$ cat src/rtl/pls_pkg.sv
package pls_pkg;

    typedef enum logic [1:0] {
        OP_HOLD  = 2'd0,
        OP_SHIFT = 2'd1,
        OP_LOAD  = 2'd2
    } op_e;

    typedef struct packed {
        logic load_n;
        logic gate_a;
        logic gate_b;
        logic ser;
    } ctl_t;

    localparam int CTL_W = $bits(ctl_t);

    // Reset image: no load, both gates high so no edge at reset release
    localparam ctl_t CTL_IDLE = '{load_n: 1'b1, gate_a: 1'b1, gate_b: 1'b1, ser: 1'b0};

    // Load outranks shift, shift outranks hold
    function automatic op_e pick_op(input logic load_n, input logic rise);
        if (!load_n) begin
            return OP_LOAD;
        end
        if (rise) begin
            return OP_SHIFT;
        end
        return OP_HOLD;
    endfunction

endpackage

$ cat src/rtl/pls_sync.sv
module pls_sync #(
    parameter int WIDTH = 4,
    parameter int DEPTH = 2,
    parameter logic [WIDTH-1:0] RST_VAL = '0
) (
    input  logic             clk,
    input  logic             rst,
    input  logic [WIDTH-1:0] d,
    output logic [WIDTH-1:0] q
);

    logic [WIDTH-1:0] chain [DEPTH];

    for (genvar g = 0; g < DEPTH; g++) begin : g_flop
        if (g == 0) begin : g_first
            always_ff @(posedge clk) begin
                if (rst) chain[g] <= RST_VAL;
                else     chain[g] <= d;
            end
        end else begin : g_next
            always_ff @(posedge clk) begin
                if (rst) chain[g] <= RST_VAL;
                else     chain[g] <= chain[g-1];
            end
        end
    end

    assign q = chain[DEPTH-1];

endmodule

$ cat src/rtl/pls_edge.sv
module pls_edge (
    input  logic clk,
    input  logic rst,
    input  logic gate,
    output logic rise
);

    logic hist;

    // History starts high so a gate already high at reset release is no edge
    always_ff @(posedge clk) begin
        if (rst) hist <= 1'b1;
        else     hist <= gate;
    end

    assign rise = gate & ~hist;

    // one gate rising yields a single shift request
    p_one_shot_r4: assert property (@(posedge clk) disable iff (rst)
        rise |=> !rise);

    // no shift request in the first cycle after reset
    p_quiet_after_reset_r8: assert property (@(posedge clk) disable iff (rst)
        $past(rst) |-> !rise);

endmodule

$ cat src/rtl/pls_stages.sv
module pls_stages
    import pls_pkg::*;
#(
    parameter int STAGES = 8
) (
    input  logic              clk,
    input  logic              rst,
    input  op_e               op,
    input  logic [STAGES-1:0] par,
    input  logic              ser,
    output logic [STAGES-1:0] st
);

    localparam int LAST = STAGES - 1;

    for (genvar g = 0; g < STAGES; g++) begin : g_stage
        logic from_below;
        if (g == 0) begin : g_head
            assign from_below = ser;
        end else begin : g_body
            assign from_below = st[g-1];
        end

        always_ff @(posedge clk) begin
            if (rst) begin
                st[g] <= 1'b0;
            end else begin
                unique case (op)
                    OP_LOAD:  st[g] <= par[g];
                    OP_SHIFT: st[g] <= from_below;
                    default:  st[g] <= st[g];
                endcase
            end
        end
    end

    // a load request copies the parallel word
    p_load_copies_r1: assert property (@(posedge clk) disable iff (rst)
        (op == OP_LOAD) |=> (st == $past(par)));

    // a shift request moves every stage up by one place
    p_shift_moves_r4: assert property (@(posedge clk) disable iff (rst)
        (op == OP_SHIFT) |=> (st[0] == $past(ser)) && (st[LAST:1] == $past(st[LAST-1:0])));

    // with no request the stages keep their contents
    p_hold_stable_r5: assert property (@(posedge clk) disable iff (rst)
        (op == OP_HOLD) |=> $stable(st));

endmodule

$ cat src/rtl/pls_serializer.sv
module pls_serializer
    import pls_pkg::*;
#(
    parameter int STAGES     = 8,
    parameter int SYNC_DEPTH = 2
) (
    input  logic              clk,
    input  logic              rst,
    input  logic              load_n,
    input  logic              clk_a,
    input  logic              clk_b,
    input  logic              ser_in,
    input  logic [STAGES-1:0] par_in,
    output logic              q_last,
    output logic              q_last_n
);

    localparam int LAST = STAGES - 1;

    ctl_t             ctl_raw;
    ctl_t             ctl_s;
    logic [CTL_W-1:0] ctl_s_bits;
    logic             gate;
    logic             rise;
    op_e              op;
    logic [STAGES-1:0] stages;

    assign ctl_raw = '{load_n: load_n, gate_a: clk_a, gate_b: clk_b, ser: ser_in};

    pls_sync #(
        .WIDTH   (CTL_W),
        .DEPTH   (SYNC_DEPTH),
        .RST_VAL (CTL_IDLE)
    ) u_sync (
        .clk (clk),
        .rst (rst),
        .d   (ctl_raw),
        .q   (ctl_s_bits)
    );

    assign ctl_s = ctl_t'(ctl_s_bits);
    assign gate  = ctl_s.gate_a | ctl_s.gate_b;

    pls_edge u_edge (
        .clk  (clk),
        .rst  (rst),
        .gate (gate),
        .rise (rise)
    );

    assign op = pick_op(ctl_s.load_n, rise);

    pls_stages #(
        .STAGES (STAGES)
    ) u_stages (
        .clk (clk),
        .rst (rst),
        .op  (op),
        .par (par_in),
        .ser (ctl_s.ser),
        .st  (stages)
    );

    assign q_last   = stages[LAST];
    assign q_last_n = ~stages[LAST];

    // input A held high blocks edges coming from input B
    p_inhibit_a_r3: assert property (@(posedge clk) disable iff (rst)
        (ctl_s.gate_a && $past(ctl_s.gate_a)) |-> !rise);

    // input B held high blocks edges coming from input A
    p_inhibit_b_r3: assert property (@(posedge clk) disable iff (rst)
        (ctl_s.gate_b && $past(ctl_s.gate_b)) |-> !rise);

    // a synchronized low load always selects loading
    p_load_wins_r10: assert property (@(posedge clk) disable iff (rst)
        !ctl_s.load_n |-> (op == OP_LOAD));

endmodule

$ cat config.mk
export PLATFORM = sky130hd
export DESIGN_NAME = pls_serializer
export DESIGN_NICKNAME = d
export VERILOG_FILES = /design/src/rtl/pls_pkg.sv /design/src/rtl/pls_sync.sv /design/src/rtl/pls_edge.sv /design/src/rtl/pls_stages.sv /design/src/rtl/pls_serializer.sv
export SDC_FILE = /design/constraint.sdc
export NUM_CORES = 1
export LEC_CHECK = 0
export ABC_CLOCK_PERIOD_IN_PS = 2900
export BUFFER_PORTS_ARGS = -buffer_cell sky130_fd_sc_hd__buf_2
export CAP_MARGIN = 20
export CORE_AREA = 2 2 40 42
export DETAILED_ROUTE_END_ITERATION = 6
export DIE_AREA = 0 0 42 44
export PLACE_DENSITY = 0.73
export SLEW_MARGIN = 20
export SYNTH_ARGS = -nofsm -noshare
export SYNTH_HDL_FRONTEND = slang
export SYNTH_SLANG_ARGS = --single-unit
$ cat constraint.sdc
create_clock -name clk -period 2.9 [get_ports clk]
set_input_delay 0.145 -clock clk [delete_from_list [all_inputs] [get_ports clk]]
set_output_delay 0.145 -clock clk [all_outputs]
set_load 0.02 [all_outputs]
== Yosys cells after proc, flatten, opt, wreduce, memory -nomap -nowiden ==
Memory sizes are Yosys's and may differ from the RTL's.
Index checks and enable logic that the tools add are counted.
Storage, ports and cells
  register bits after elaboration: 9
  RAM bits: 8
  word-level logic and storage cells: 38
  memories: 1
Operators by class
  equal/unequal tests: 2
  muxes and demuxes: 19
  bitwise operators: 6
  reductions and logical operators: 1
Memory list
  u_sync.chain: depth 2, width 4, rd ports 2, clocked after Yosys merged registers in 0, write ports 2, line pls_sync.sv:12  | logic [WIDTH-1:0] chain [DEPTH];
Operators by type and width (number)
  1-bit case mux with 2 select lines: 8
  2-bit 2-to-1 mux: 4
  4-bit 2-to-1 mux: 2
  1-bit 2-to-1 mux: 5
  1-bit OR: 3
  2-bit by 1-bit == test with 1-bit output, second input constant: 1
  2-bit == test, second input constant: 1
  1-bit NOT: 2
  2-bit nonzero test: 1
  1-bit bitwise AND: 1

== Longest topological paths before layout ==
  depth in word-level cells: 8
  mapped depth: 4
  mapped depth without buffers: 3

== Modules after synthesis ==
From an unflattened synthesis, not the netlist that was laid out.
Unflattened totals
  cell total of the unflattened synthesis: 67
  area, all modules: 705.7 um^2
Modules (own cells, without submodules)
  pls_stages: instances 1, cells an instance 44, area an instance 442.9 um^2
  pls_sync: instances 1, cells an instance 16, area an instance 210.2 um^2
  pls_edge: instances 1, cells an instance 3, area an instance 32.5 um^2
  pls_serializer: instances 1, cells an instance 4, area an instance 20.0 um^2

== Worst setup path before layout ==
OpenSTA, ideal clock, no wires.
  kind: register to register
  start point: register u_edge.hist
  end point: register u_stages.st[1], in the netlist u_stages.g_stage[2].from_below
  setup time: 0.091 ns
  data arrival time: 0.866 ns
  path slack: 1.943 ns
  stages on the path, launching flop included: 5
  path through: dfxtp_1 > o21ba_1 > buf_6 > nand2_1 > a311oi_1
Between the ends
  longest elaborated chain between the ends: 8
  elaborated cells between the ends (all ways): 11
  classes of those cells: eq/ne (2); mux (6); bitwise (2); reduce/logical (1)
Ends and longest elaborated chain
  from (decl): line pls_edge.sv:8  | logic hist;
  from (signal assigned): line pls_edge.sv:13  | else hist <= gate;
  1-bit NOT (*): line pls_edge.sv:16  | assign rise = gate & ~hist;
  1-bit bitwise AND (*): line pls_edge.sv:16
  1-bit 2-to-1 mux (2 in series): line pls_pkg.sv:26  | if (rise) begin
  2-bit 2-to-1 mux (*): line pls_pkg.sv:29  | return OP_HOLD;
  2-bit 2-to-1 mux (*): line pls_pkg.sv:26
  2-bit by 1-bit == test with 1-bit output or 2-bit == test (tied branches): line pls_stages.sv:28  | unique case (op)
  1-bit case mux with 2 select lines or 2-bit nonzero test (tied branches)
  to (signal, indexed assignment): line pls_stages.sv:29  | OP_LOAD: st[g] <= par[g];
  to (signal, indexed assignment): line pls_stages.sv:30  | OP_SHIFT: st[g] <= from_below;
  to (signal, indexed assignment): line pls_stages.sv:31  | default: st[g] <= st[g];
  to (decl): line pls_stages.sv:11  | output logic [STAGES-1:0] st
Every way passes the cells marked *; elsewhere a longest branch is shown, timed or not. The select of a mux whose other input is x is not followed.
A chain may end at the register's enable or synchronous reset.

== Final worst setup path ==
  start point: register u_edge.hist
  end point: register u_stages.st[5], in the netlist u_stages.g_stage[6].from_below
The elaborated chain is that of the path after synthesis.

==> flow_summary.toml <==
[power]
p_seq_share_pct = 61.9
p_sw_share_pct = 23.5
p_leak_nw = 0.281
power.total_w = 0.000406
p_comb_share_pct = 6.4
clkPwrFrac_pct = 31.7
power_density_nw_per_um2 = 575
p_int_w = 0.000310
switchingPower_w = 0.0000954
ir_drop_v = 0.000303

[grt]
grt_pass1_wl_um = 1590
overflow = 0
gr-usage-all-layers_pct = 11.6
antenna_found_initial = 0
grt_max_degree = 18
grt_pass1_vias = 398

[worst_setup_path]
worstSetupPathType = "reg -> reg"
crit_required_ns = 3.10
arrival_ns = 1.34
worstSetupEndpointType = "flop"
startpoint_type = "flop"
crit_path_max_fanout = 8

[min_path]
hp-class = "in -> reg"

[finish]
multi_input_area_um2 = 239
nNetsFinal = 95
antenna_cells_inserted = 0
layout-drive-gt1-share_pct = 33.8
final_core_util_pct = 49.7
nFillCells = 134
layout.cells.non_filler = 96
area_delta_synth_final_pct = 15.3
seq_area_um2 = 340

[floorplan]
ioPinCount = 16
initial_core_util_pct = 43.1
num_rows = 14
fp.dieW_um = 42
core-area_um2 = 1420
die_area_um2 = 1850
die_h_um = 44

[logic_synthesis]
netlist.area_leader.share_pct = 55.6
yosysUniqueCellTypes = 14
yosysTopAreaCell = "dfxtp_1"
yosysMostFrequentCell = "dfxtp_1"
synth-async-reset-ratio_pct = 0
synth_ff_type = "dfxtp_1"
syn-num-nets = 79
ys_top_cells_by_area = "dfxtp_1, a311oi_1, nand2_1"
yosys_warnings = 0
yosysSeqAreaShare_pct = 55.6
ys_top_cells_by_count = "dfxtp_1, nand2_1, a311oi_1, nor2_1, or2_2"
netlist_instances = 65
synth_edf_count = 0
syn_area_um2 = 612
syn_area_per_cell_um2 = 9.41
ys_ff_latch = 17

[placement]
dp.cells = 92
io_buffer_count = 15
gp_congestion = 0.698

[clock_network]
cts_hold_buf = 0
cts_buffer_depth = 2
ctsResizeCount = 0
insertion_delay_ns = 0.29
clock-root-buffer = "clkbuf_4"
cts_tree = "done"
path_clk_slew_ns = 0.11
cts_max_level = 1
cts_sinks = 17
cts_setup_buffers = 0
cts_made_buffers = 3

[timing]
hold_viol = 0
finalWorstPathRequiredPeriod_ns = 1.13
slew_headroom_pct = 66.8
slew_viol_final = 0
setup_viol = 0
fin_skew_ns = 0.00694
fin_setup_tns_ns = 0
fmaxAchievable_mhz = 882
rsz0062_at_grt = "false"
min_period_over_period_pct = 39.1
worst_slew_pin_slew_ns = 0.497

[drt]
firstDrtPassIters = 3
drt-initial-drc-count = 3
antenna_left = 0
post_drt_via_cell_ratio = 4.79
wl_per_cell_um = 9.84
via_count = 460
wl_um = 945
drc = 0

[run_status]
status = "complete, no violations"

[job]
max-cap-violations = 0
sequential cells by signal (all words and copies together), names as in the netlist:
name / cells
u_stages.g_stage.from_below: 7
u_stages.st: 1
u_edge.hist: 1
u_sync.chain: 8
path summary, 6_finish.rpt:
path / start / end / slack (ns) / depth (start not counted)
setup / recovery: u_edge.hist$_SDFF_PP1_ / u_stages.g_stage[6].from_below$_SDFFE_PP0P_ / 1.77 / 3
hold / removal: clk_b / u_sync.chain[0][1]$_SDFF_PP1_ / 0.02 / 2
setup reg to reg: u_edge.hist$_SDFF_PP1_ / u_stages.g_stage[6].from_below$_SDFFE_PP0P_ / 1.77 / 3
hold reg to reg: u_sync.chain[0][2]$_SDFF_PP1_ / u_sync.chain[1][2]$_SDFF_PP1_ / 0.42 / 1
power by group through the flow:
stage	registers, W	logic, W	clock network, W
5_1_grt	0.000253	0.0000292	0.000141
6_report	0.000251	0.0000259	0.000129
4_1_cts	0.000251	0.0000265	0.000132
3_5_place_dp	0.000257	0.0000265	0
3_3_place_gp	0.000257	0.0000257	0
2_1_floorplan	0.000254	0.0000167	0
cell families after synthesis:
group / count (synthesis) / synth area share (%)
buffers and inverters: 5 / 5.32
AOI/OAI and AO/OA: 10 / 14.9
DFF: 17 / 55.6
and+or+nand+nor: 33 / 24.1
per-layer routing:
layer | wire length [µm] | GRT usage [%]
met4 | 4 | 7.74
met3 | 61 | 2.92
met5 | 0 | 0
met1 | 492 | 13.6
met2 | 387 | 18.8
stage by stage:
step | setup WS, ns | area (µm²) | hold WS [ns]
final | 1.77 | 706 | 0.0250
after global routing | 1.64 | 706 | 0.0229
after CTS | 1.74 | 706 | 0.0229
after detailed placement | 1.78 | 678 | 0.331
after global placement | 1.82 | 678 | 0.327
after floorplan | 1.94 | 612 | 0.217
cell type report:
class,count,share of cell area (%)
Sequential cell,17,48.2
Multi-Input combinational cell,43,33.9
Timing Repair Buffer,15,10.6
Clock buffer,3,3.19
Tap cell,16,2.84
Clock inverter,1,0.709
Inverter,1,0.532
worst max-delay path: stages (launching register included):
cell	delay, ns
dfxtp_1	0.32
o21ba_1	0.36
nand2_1	0.09
a311oi_1	0.28
cells in the final DEF (no fill, tap or decap), drive strengths merged:
| master | Yosys | final |
|---|---|---|
| dfxtp | 17 | 17 |
| nand2 | 16 | 16 |
| buf | 2 | 15 |
| nor2 | 8 | 8 |
| a311oi | 8 | 8 |
| or2 | 6 | 6 |
| clkbuf | 2 | 3 |
| nor2b | 2 | 2 |
| inv | 1 | 1 |
| o21bai | 1 | 1 |
| o21ba | 1 | 1 |
| or3 | 1 | 1 |
| clkinv | 0 | 1 |
(Power assumes the default switching activity.)
